$ cat config.mk
export PLATFORM = sky130hd
export DESIGN_NAME = rxr_ring_writer
export DESIGN_NICKNAME = d
export VERILOG_FILES = /design/src/rtl/rxr_pkg.sv /design/src/rtl/rxr_wrap_step.sv /design/src/rtl/rxr_lane_insert.sv /design/src/rtl/rxr_be_mask.sv /design/src/rtl/rxr_ring_writer.sv
export SDC_FILE = /design/constraint.sdc
export NUM_CORES = 2
export LEC_CHECK = 0
export BUFFER_PORTS_ARGS = -buffer_cell sky130_fd_sc_hd__clkbuf_2
export CORE_MARGIN = 1
export CORE_UTILIZATION = 53
export DETAILED_ROUTE_END_ITERATION = 10
export GPL_ROUTABILITY_DRIVEN = 0
export PLACE_DENSITY = 0.73
export RECOVER_POWER = 50
export SKIP_LAST_GASP = 1
export SYNTH_ARGS = -nofsm -noshare
export SYNTH_HDL_FRONTEND = slang
export SYNTH_SLANG_ARGS = --single-unit
$ cat constraint.sdc
create_clock -name clk -period 4.9 [get_ports clk]
set_input_delay 0 -clock clk [delete_from_list [all_inputs] [get_ports clk]]
set_output_delay 0 -clock clk [all_outputs]
set_load 0.01 [all_outputs]
$ cat src/rtl/rxr_pkg.sv
`timescale 1ns/1ps
package rxr_pkg;
    typedef enum logic [2:0] {
        S_IDLE = 3'd0,
        S_RECV = 3'd1,
        S_LAST = 3'd2,
        S_HEAD = 3'd3,
        S_MIRR = 3'd4
    } rxr_state_e;
endpackage

$ cat src/rtl/rxr_wrap_step.sv
`timescale 1ns/1ps
// Next ring line after cur; index 0 is skipped, past max_line goes back to 1.
module rxr_wrap_step #(
    parameter int OFF_W = 16
) (
    input  logic [OFF_W-1:0] cur,
    input  logic [OFF_W-1:0] max_line,
    output logic [OFF_W-1:0] nxt
);
    assign nxt = (cur >= max_line) ? OFF_W'(1) : cur + OFF_W'(1);
endmodule

$ cat src/rtl/rxr_lane_insert.sv
`timescale 1ns/1ps
// Places one byte into a line image at byte lane pos; clear zeroes the other lanes.
module rxr_lane_insert #(
    parameter int LINE_BYTES = 32,
    localparam int LINE_W = LINE_BYTES * 8,
    localparam int POS_W = $clog2(LINE_BYTES + 1)
) (
    input  logic [LINE_W-1:0] line_in,
    input  logic              clear,
    input  logic [POS_W-1:0]  pos,
    input  logic [7:0]        byte_in,
    output logic [LINE_W-1:0] line_out
);
    for (genvar k = 0; k < LINE_BYTES; k++) begin : g_lane
        assign line_out[8*k +: 8] = (pos == POS_W'(k)) ? byte_in :
                                    (clear ? 8'h00 : line_in[8*k +: 8]);
    end
endmodule

$ cat src/rtl/rxr_be_mask.sv
`timescale 1ns/1ps
// Byte-enable mask with the lowest count lanes set.
module rxr_be_mask #(
    parameter int LINE_BYTES = 32,
    localparam int POS_W = $clog2(LINE_BYTES + 1)
) (
    input  logic [POS_W-1:0]      count,
    output logic [LINE_BYTES-1:0] mask
);
    for (genvar k = 0; k < LINE_BYTES; k++) begin : g_bit
        assign mask[k] = (count > POS_W'(k));
    end
endmodule

$ cat src/rtl/rxr_ring_writer.sv
`timescale 1ns/1ps
module rxr_ring_writer #(
    parameter int LINE_BYTES = 32,
    parameter int OFF_W      = 16,
    parameter int ADDR_W     = 32,
    parameter int CNT_W      = 16,
    parameter int MIN_LEN    = 20,
    parameter int MAX_LEN    = 1536,
    localparam int LINE_W    = LINE_BYTES * 8,
    localparam int POS_W     = $clog2(LINE_BYTES + 1),
    localparam int HDR_B     = 2,
    localparam int HDR_W     = HDR_B * 8
) (
    input  logic                  clk,
    input  logic                  rst_n,
    input  logic                  rx_valid,
    input  logic                  rx_sof,
    input  logic                  rx_eof,
    input  logic [7:0]            rx_byte,
    input  logic [ADDR_W-1:0]     cfg_base,
    input  logic [OFF_W-1:0]      cfg_max,
    input  logic                  rd_we,
    input  logic [OFF_W-1:0]      rd_val,
    input  logic                  irq_mask,
    output logic                  mem_we,
    output logic [ADDR_W-1:0]     mem_addr,
    output logic [LINE_W-1:0]     mem_data,
    output logic [LINE_BYTES-1:0] mem_be,
    output logic [OFF_W-1:0]      wr_offset,
    output logic                  irq,
    output logic [CNT_W-1:0]      drop_count
);
    import rxr_pkg::*;

    typedef struct packed {
        rxr_state_e            st;
        logic [OFF_W-1:0]      wr;
        logic [OFF_W-1:0]      rd;
        logic [OFF_W-1:0]      start;
        logic [OFF_W-1:0]      cur;
        logic [POS_W-1:0]      pos;
        logic [HDR_W-1:0]      len;
        logic                  ovf;
        logic [LINE_W-1:0]     lbuf;
        logic [LINE_W-1:0]     fbuf;
        logic [CNT_W-1:0]      drops;
        logic                  we;
        logic [OFF_W-1:0]      wline;
        logic [LINE_W-1:0]     wdata;
        logic [LINE_BYTES-1:0] wbe;
    } ring_state_t;

    ring_state_t q, d;

    logic [OFF_W-1:0]      start_nx, cur_nx;
    logic [LINE_W-1:0]     ins_line;
    logic [LINE_BYTES-1:0] pos_mask;
    logic                  take, flush, ins_clear, drop_now;
    logic [POS_W-1:0]      ins_pos;

    assign take  = rx_valid && ((rx_sof && (q.st == S_IDLE || q.st == S_RECV)) || q.st == S_RECV);
    assign flush = (q.st == S_RECV) && !rx_sof && (q.pos == POS_W'(LINE_BYTES));
    assign ins_clear = rx_sof || flush;
    assign ins_pos   = rx_sof ? POS_W'(HDR_B) : (flush ? '0 : q.pos);

    rxr_wrap_step #(.OFF_W(OFF_W)) u_start_step (.cur(q.wr),  .max_line(cfg_max), .nxt(start_nx));
    rxr_wrap_step #(.OFF_W(OFF_W)) u_cur_step   (.cur(q.cur), .max_line(cfg_max), .nxt(cur_nx));

    rxr_lane_insert #(.LINE_BYTES(LINE_BYTES)) u_insert (
        .line_in(q.lbuf), .clear(ins_clear), .pos(ins_pos),
        .byte_in(rx_byte), .line_out(ins_line)
    );

    rxr_be_mask #(.LINE_BYTES(LINE_BYTES)) u_mask (.count(q.pos), .mask(pos_mask));

    always_comb begin
        d        = q;
        d.we     = 1'b0;
        d.wline  = '0;
        d.wdata  = '0;
        d.wbe    = '0;
        drop_now = 1'b0;
        if (rd_we) d.rd = rd_val;

        if (take) begin
            if (rx_sof) begin
                d.start = start_nx;
                d.cur   = start_nx;
                d.ovf   = (start_nx == q.rd);
                d.len   = HDR_W'(1);
                d.pos   = POS_W'(HDR_B + 1);
            end else begin
                if (q.len <= HDR_W'(MAX_LEN)) d.len = q.len + 1'b1;
                if (flush) begin
                    if (q.cur == q.start) begin
                        d.fbuf = q.lbuf;
                    end else if (!q.ovf) begin
                        d.we    = 1'b1;
                        d.wline = q.cur;
                        d.wdata = q.lbuf;
                        d.wbe   = '1;
                    end
                    d.cur = cur_nx;
                    d.ovf = q.ovf || (cur_nx == q.rd);
                    d.pos = POS_W'(1);
                end else begin
                    d.pos = q.pos + 1'b1;
                end
            end
            d.lbuf = ins_line;
            d.st   = S_RECV;
            if (rx_eof) begin
                drop_now = d.ovf || (d.len < HDR_W'(MIN_LEN)) || (d.len > HDR_W'(MAX_LEN));
                if (drop_now) begin
                    d.st    = S_IDLE;
                    d.drops = q.drops + 1'b1;
                end else begin
                    d.st = (d.cur != d.start) ? S_LAST : S_HEAD;
                end
            end
        end else begin
            case (q.st)
                S_LAST: begin
                    d.we    = 1'b1;
                    d.wline = q.cur;
                    d.wdata = q.lbuf;
                    d.wbe   = pos_mask;
                    d.st    = S_HEAD;
                end
                S_HEAD: begin
                    d.we    = 1'b1;
                    d.wline = q.start;
                    if (q.cur == q.start) begin
                        d.wdata = {q.lbuf[LINE_W-1:HDR_W], q.len};
                        d.wbe   = pos_mask;
                    end else begin
                        d.wdata = {q.fbuf[LINE_W-1:HDR_W], q.len};
                        d.wbe   = '1;
                    end
                    d.st = S_MIRR;
                end
                S_MIRR: begin
                    d.we    = 1'b1;
                    d.wline = '0;
                    d.wdata = LINE_W'(q.cur);
                    d.wbe   = LINE_BYTES'(3);
                    d.wr    = q.cur;
                    d.st    = S_IDLE;
                end
                default: ;
            endcase
        end
    end

    always_ff @(posedge clk) begin
        if (!rst_n) q <= '0;
        else        q <= d;
    end

    assign mem_we     = q.we;
    assign mem_addr   = cfg_base + ADDR_W'(q.wline);
    assign mem_data   = q.wdata;
    assign mem_be     = q.wbe;
    assign wr_offset  = q.wr;
    assign drop_count = q.drops;
    assign irq        = (q.wr != q.rd) && !irq_mask;
endmodule

After elaboration in Yosys (flattened, before gate mapping)
Index checks and enable logic that the tools add are counted.
{"block": "op_classes", "n_reduce_logical": 83, "magnitude_cmp": 37, "add_sub_neg": 6, "n_mux": 57, "bitwise": 2, "n_eq_ne": 41}
{"cell": "$mux W305", "count": 5}
{"cell": "$pmux W305 S3", "count": 1}
{"cell": "$mux W288", "count": 1}
{"cell": "$mux W8", "count": 33}
{"cell": "$eq A6 B5 Y1 const B", "count": 16}
{"cell": "$gt A6 B5 Y1 const B", "count": 16}
{"cell": "$mux W16", "count": 6}
{"cell": "$mux W39", "count": 2}
{"cell": "$reduce_and A2 Y1", "count": 33}
{"cell": "$add A16 B1 Y16 const B", "count": 4}
{"cell": "$reduce_bool A2 Y1", "count": 32}
{"cell": "$eq A16 B16 Y1", "count": 3}
{"cell": "$eq A6 B4 Y1 const B", "count": 8}
{"cell": "$gt A6 B4 Y1 const B", "count": 8}
{"cell": "$add A32 B16 Y32", "count": 1}
{"cell": "$ge A16 B16 Y1", "count": 2}
{"cell": "$ne A16 B16 Y1", "count": 2}
{"cell": "$eq A6 B3 Y1 const B", "count": 4}
{"cell": "$gt A6 B3 Y1 const B", "count": 4}
{"cell": "$mux W6", "count": 3}
{"cell": "$gt A16 B11 Y1 const B", "count": 1}
{"cell": "$le A16 B11 Y1 const B", "count": 1}
{"cell": "$lt A16 B5 Y1 const B", "count": 1}
{"cell": "$eq A6 B2 Y1 const B", "count": 2}
{"cell": "other kinds (21)", "count": 37}
{"block": "totals", "output_inout_bits": 354, "elab_cells": 272, "inputBits": 79, "reg_bits": 923}

Depth between registers and ports, before layout
{"block": "depth", "word_depth": 13, "ltp_mapped": 15, "mapped_depth_nobuf": 13}

Hierarchy
A second synthesis with hierarchy kept.
{"block": "hier_totals", "hier_cells": 5270, "hier_area_um2": 42856.1}
{"module": "rxr_ring_writer", "seq_area_each_um2": 18157.4, "cells_each": 4365, "area_each_um2": 35910.7, "n_inst": 1}
{"module": "rxr_lane_insert", "seq_area_each_um2": 0.0, "cells_each": 618, "area_each_um2": 5136.2, "n_inst": 1}
{"module": "rxr_wrap_step", "seq_area_each_um2": 0.0, "cells_each": 113, "area_each_um2": 740.7, "n_inst": 2}
{"module": "rxr_be_mask", "seq_area_each_um2": 0.0, "cells_each": 61, "area_each_um2": 327.8, "n_inst": 1}

Worst setup path after synthesis
Ideal clock, no wire load.
{"block": "synth_path", "path_kind": "register to register", "from": "register q[856] (netlist name)", "to": "register q, in the netlist drop_count[10]", "setup_time_ps": 72, "path_stages_with_launch": 16, "t_arrival_ps": 3690, "slack_ps": 1139, "required_time_ps": 4828, "period_less_slack_ps": 3761, "n_path_buf": 4, "cell_sequence": "dfxtp_1 > ha_1 > buf_2 > nand3_1 > or4_1 > clkbuf_1 > xor2_1 > nand4_1 > or4_1 > o31a_1 > or4_1 > buf_2 > a211oi_1 > buf_2 > and3_1 > mux2i_1"}
{"block": "synth_via", "elab_chain_len": 10, "word_cells_on_any_way": 11, "cone_classes": "1 x add/sub; 1 x order compare; 1 x eq/ne; 4 x mux; 4 x reduce/logical"}
{"item": "start, declared", "line": "rxr_ring_writer.sv:53", "text": "ring_state_t q, d;"}
{"item": "start signal, assigned", "line": "rxr_ring_writer.sv:156", "text": "if (!rst_n) q <= '0;"}
{"item": "start signal, assigned", "line": "rxr_ring_writer.sv:157", "text": "else q <= d;"}
{"item": "$add A16 B1 Y16 or $ge A16 B16 Y1 (tied branches)", "line": "rxr_wrap_step.sv:10", "text": "assign nxt = (cur >= max_line) ? OFF_W'(1) : cur + OFF_W'(1);"}
{"item": "$mux W16 *", "line": "rxr_wrap_step.sv:10"}
{"item": "$eq A16 B16 Y1 *", "line": "rxr_ring_writer.sv:104", "text": "d.ovf = q.ovf || (cur_nx == q.rd);"}
{"item": "$logic_or A1 B1 Y1 *", "line": "rxr_ring_writer.sv:104"}
{"item": "$mux W1 *", "line": "rxr_ring_writer.sv:94", "text": "if (flush) begin"}
{"item": "$mux W39 *", "line": "rxr_ring_writer.sv:86", "text": "if (rx_sof) begin"}
{"item": "$mux W39 *", "line": "rxr_ring_writer.sv:85", "text": "if (take) begin"}
{"item": "$logic_or A1 B1 Y1 * (2 in a row)", "line": "rxr_ring_writer.sv:113", "text": "drop_now = d.ovf || (d.len < HDR_W'(MIN_LEN)) || (d.len > HDR_W'(MAX_LEN));"}
{"item": "$reduce_and A3 Y1 (no source line) *"}
Mark *: on every way between the ends. The rest lies on a longest branch, timed or not. The select of a mux whose other input is x is not followed.
A chain may end at the register's enable or synchronous reset.

Worst setup path in the final report
{"block": "layout_path", "from": "register q, in the netlist wr_offset[7]", "to": "register q[833] (netlist name)"}
{"block": "layout_via", "elab_chain_len": 5, "word_cells_on_any_way": 6, "cone_classes": "1 x add/sub; 1 x order compare; 1 x eq/ne; 3 x mux"}
{"item": "$add A16 B1 Y16 or $ge A16 B16 Y1 (tied branches)", "line": "rxr_wrap_step.sv:10"}
{"item": "$mux W16 *", "line": "rxr_wrap_step.sv:10"}
{"item": "$eq A16 B16 Y1 *", "line": "rxr_ring_writer.sv:89", "text": "d.ovf = (start_nx == q.rd);"}
{"item": "$mux W39 *", "line": "rxr_ring_writer.sv:86"}
{"item": "$mux W39 *", "line": "rxr_ring_writer.sv:85"}
Marks and branches as above.

==> flow_summary.html <==
<table>
<tr><th>Metric</th><th>Value</th></tr>
<tr><th colspan="2">Final layout</th></tr>
<tr><td>Fraction of layout cells with a size suffix above 1</td><td>between 7 and 8%</td></tr>
<tr><td>Fraction of the core area covered by cells at the end of the flow</td><td>59.0%</td></tr>
<tr><td>Area added between synthesis and finish</td><td>9.36%</td></tr>
<tr><td>Net count reported at finish</td><td>around 5000</td></tr>
<tr><th colspan="2">Clock tree</th></tr>
<tr><td>CTS tree</td><td>yes</td></tr>
<tr><td>Total clock buffers created by CTS</td><td>approximately 90</td></tr>
<tr><td>Clk pin slew, worst setup/hold paths</td><td>0.07 ns</td></tr>
<tr><td>Number of H-tree branching levels</td><td>3</td></tr>
<tr><td>Buffer depth of the longest clock path</td><td>3</td></tr>
<tr><td>Number of setup buffers added after CTS</td><td>0</td></tr>
<tr><td>Worst skew pair latency</td><td>0.65 ns</td></tr>
<tr><td>Count of clock tree sinks</td><td>around 900</td></tr>
<tr><td>Root buffer cell</td><td>clkbuf_16</td></tr>
<tr><th colspan="2">Global routing</th></tr>
<tr><td>Maximum number of pins on one net before global-route repair</td><td>a little under 200</td></tr>
<tr><td>Global-route wire length before repair</td><td>180000 um</td></tr>
<tr><td>Number of antenna violations at the first check in global routing</td><td>2</td></tr>
<tr><td>Via count of the first global-routing pass</td><td>31200</td></tr>
<tr><td>Leftover overflow at the end of global routing</td><td>0</td></tr>
<tr><td>Gr usage total</td><td>between 30% and 40%</td></tr>
<tr><th colspan="2">Worst setup path</th></tr>
<tr><td>Startpoint of the most critical setup path</td><td>wr_offset[7]</td></tr>
<tr><td>Endpoint required time on the critical path</td><td>roughly 5.4 ns</td></tr>
<tr><td>Data arrival time at the worst-slack endpoint</td><td>5.03 ns</td></tr>
<tr><td>Element type at the critical path start</td><td>flip-flop</td></tr>
<tr><td>Startpoint of the lowest-slack register-to-register path</td><td>wr_offset[7]</td></tr>
<tr><td>Crit Path Category</td><td>flip-flop to flip-flop</td></tr>
<tr><td>Max FO, Critical Path</td><td>13</td></tr>
<tr><td>Endpoint type of the worst setup path</td><td>flip-flop</td></tr>
<tr><th colspan="2">Logic synthesis</th></tr>
<tr><td>Combinational family with the most area after synthesis</td><td>simple AND/OR/NAND/NOR gates</td></tr>
<tr><td>Synth area leader</td><td>dfxtp_1</td></tr>
<tr><td>Gate Count Post-Synth</td><td>~4800</td></tr>
<tr><td>Count of cell types in the netlist</td><td>84</td></tr>
<tr><td>Warnings from Yosys</td><td>0</td></tr>
<tr><td>FFs w/ async S/R, synth</td><td>0%</td></tr>
<tr><td>Synthesized area per cell</td><td>8.14 sq um</td></tr>
<tr><td>Compound-gate portion of the synthesized area</td><td>18.2%</td></tr>
<tr><td>Share of the synthesized netlist area taken by xor and xnor gates</td><td>2.71%</td></tr>
<tr><td>Sequential fraction of the synthesis area</td><td>46.7%</td></tr>
<tr><td>Top_reg_cell synth</td><td>dfxtp_1</td></tr>
<tr><td>Share of the synthesized area in the top cell type</td><td>46.7%</td></tr>
<tr><td>Count of flip-flops with a built-in enable after synthesis</td><td>0</td></tr>
<tr><td>Synthesized net count</td><td>4916</td></tr>
<tr><td>Post-synthesis instance area</td><td>a little under 40000 sq um</td></tr>
<tr><td>Area share of fa/ha/maj cells after synthesis</td><td>1.88%</td></tr>
<tr><td>Multiplexer share of the synthesized area</td><td>0.720%</td></tr>
<tr><td>Register bit count reported by yosys</td><td>907</td></tr>
<tr><td>Simple-gate share of the synthesized area</td><td>19.6%</td></tr>
<tr><td>Area contributors post-synth</td><td>dfxtp_1, nand2_1, a22oi_1</td></tr>
<tr><th colspan="2">Timing</th></tr>
<tr><td>Worst relative slew slack</td><td>-70.9%</td></tr>
<tr><td>Post-Route Setup TNS</td><td>0 ns</td></tr>
<tr><td>Final number of max-transition violations</td><td>316</td></tr>
<tr><td>Worst hold slack after final layout</td><td>0.0569 ns</td></tr>
<tr><td>FMAX</td><td>222 MHz</td></tr>
<tr><td>Hold Violations, Final</td><td>0</td></tr>
<tr><td>Clock period minus final worst setup slack</td><td>4.51 ns</td></tr>
<tr><td>Final-report setup violation count</td><td>0</td></tr>
<tr><td>Final worst-path cycle share</td><td>92.0%</td></tr>
<tr><td>Unrepaired setup endpoints after global routing</td><td>no</td></tr>
<tr><td>Slew at the pin closest to its max-slew limit</td><td>2.56 ns</td></tr>
<tr><td>Post-Route Skew</td><td>0.0178 ns</td></tr>
<tr><td>Final worst slack</td><td>0.393 ns</td></tr>
<tr><th colspan="2">Placed design</th></tr>
<tr><td>HPWL after detailed placement</td><td>74000 um</td></tr>
<tr><td>DP Worst Slack</td><td>0.755 ns</td></tr>
<tr><td># port buffers</td><td>432</td></tr>
<tr><th colspan="2">Route</th></tr>
<tr><td>Vias per std cell</td><td>roughly 5.9</td></tr>
<tr><td>Initial DRT Pass Iterations</td><td>7</td></tr>
<tr><td>Via count of the routed design</td><td>between 30000 and 40000</td></tr>
<tr><td>Total Wirelength</td><td>117000 um</td></tr>
<tr><td>Initial detailed-routing violation count</td><td>4490</td></tr>
<tr><td>Antenna violation net count after detailed routing</td><td>0</td></tr>
<tr><td>Wire per inst</td><td>20.3 um</td></tr>
<tr><td>Number of design rule violations left after detail routing</td><td>0</td></tr>
<tr><th colspan="2">Die</th></tr>
<tr><td>Initial Util</td><td>54.0%</td></tr>
<tr><td>Die span in y</td><td>273 um</td></tr>
<tr><td>Total Die Area</td><td>74500 sq um</td></tr>
<tr><td>Die extent in x</td><td>about 270 um</td></tr>
<tr><td>Core area</td><td>72100 sq um</td></tr>
<tr><td>Number of rows in the core area</td><td>98</td></tr>
<tr><td>I/O pins</td><td>433</td></tr>
<tr><th colspan="2">Flow run</th></tr>
<tr><td>Max-cap check violation count</td><td>5</td></tr>
<tr><th colspan="2">Min path</th></tr>
<tr><td>Worst hold path startpoint</td><td>rst_n</td></tr>
<tr><td>Path type of the worst min-delay path</td><td>input pin to flip-flop</td></tr>
<tr><th colspan="2">Run status</th></tr>
<tr><td>Status</td><td>finished, violations left</td></tr>
<tr><td>Violated checks</td><td>capacitance limit, slew limit</td></tr>
<tr><th colspan="2">Pwr</th></tr>
<tr><td>Worst-case vdd ir drop</td><td>0.000301 V</td></tr>
<tr><td>Leakage</td><td>0.0147 uW</td></tr>
<tr><td>Pwr dens</td><td>368 nW/um^2</td></tr>
</table>
cell usage in the layout (no fill, tap or decap), types with 9 or more instances in the layout:
| master | instances |
|---|---|
| dfxtp_1 | 907 |
| nand2_1 | 789 |
| nor2_1 | 624 |
| a21oi_1 | 513 |
| a22oi_1 | 379 |
| clkbuf_1 | 364 |
| nand3_1 | 162 |
| clkbuf_16 | 93 |
| clkbuf_2 | 91 |
| xnor2_1 | 89 |
| o21ai_0 | 76 |
| ha_1 | 57 |
| buf_4 | 52 |
| inv_1 | 49 |
| dlygate4sd3_1 | 42 |
| nor3_1 | 36 |
| and3_1 | 30 |
| xor2_1 | 29 |
| nand4_1 | 28 |
| mux2i_1 | 28 |
| a211oi_1 | 25 |
| nand2b_1 | 18 |
| nor2b_1 | 17 |
| clkinv_2 | 17 |
| a222oi_1 | 16 |
| nor3b_1 | 14 |
| bufinv_16 | 14 |
| and4_1 | 13 |
| nor4_1 | 13 |
| clkbuf_8 | 13 |
| buf_12 | 12 |
| a31oi_1 | 11 |
| o21a_1 | 9 |
| o22ai_1 | 9 |
| or3_1 | 9 |
worst max-delay path: stages (launching register included):
cell,delay [ns]
dfxtp_1,0.30
clkbuf_1,0.45
ha_1,0.36
a21oi_1,0.13
nor2_1,0.05
nor2_1,0.09
a21oi_1,0.08
nor4bb_2,1.26
nand2_1,0.55
xnor2_1,0.30
nand4_1,0.11
o41a_1,0.50
o31ai_1,0.20
flip-flops by register name, summed over array words and instances (netlist names):
| register | flops |
|---|---|
| drop_count | 16 |
| mem_be | 32 |
| mem_data | 256 |
| mem_we | 1 |
| q | 586 |
| wr_offset | 16 |
path summary, 6_finish.rpt:
check	slack (ns)	cells after the start	to
setup / recovery	0.39	12	q[833]
hold / removal	0.06	3	q[834]
setup reg to reg	0.39	12	q[833]
hold reg to reg	0.45	2	q[431]
area by class of cell:
cell class,count,area [sq um]
clock buffers,117,2550
fillers,6533,29500
flip-flops and latches,907,18200
multi-input cells,3138,16900
well taps,950,1190
clock inverters,54,756
repair buffers,552,2850
inverters,51,195
diodes,1,2.50
synth_stat cells (all sizes together) (17+ instances only):
master    n
a21oi   513
o21ai    83
buf     341
nand3   163
mux2i    28
xor2     29
nand2   791
nor2b    17
a22oi   379
nor2    626
dfxtp   907
nand2b   18
nor3     40
and3     31
nand4    28
inv      50
clkbuf  342
ha       57
xnor2    89
a211oi   25
report_power, final:
| part | leakage, uW | internal (uW) | total [uW] | switching (uW) |
|---|---|---|---|---|
| combinational | 0.00581 | 207 | 700 | 494 |
| clock | 0.00161 | 4470 | 7530 | 3060 |
| sequential | 0.00731 | 7400 | 7450 | 51.4 |
| total | 0.0147 | 12100 | 15700 | 3610 |
repair_timing:
item,CTS,global route
setup endpoints to repair,0,0
hold endpoints to repair,77,0
gates resized for setup,0,0
hold buffers,42,0
cell families after synthesis:
group | after synthesis
xor+xnor | 119
compound gates | 1128
mux | 28
flops | 907
simple gates | 1805
fa+ha+maj | 58
buf+inv | 734
metal layers:
layer  up-vias  wire length [um]  track usage (%)
met1     16100             49700             41.9
met3       298             10700             6.09
met5         -                 0           0.0642
met4         0              4350             11.5
met2      1603             52200             46.6
li1      15900                 -                -
per-stage QoR:
stage               instance area [sq um]  power (uW)  instances
global route                        42600       16100       5770
finish                              42600       15700       5770
detailed placement                  39400        8270       5556
floorplan                           38900        8010       4779
CTS                                 43100       15800       5769
global placement                    39400        8260       5556
Power figures use the tool's default switching activity.
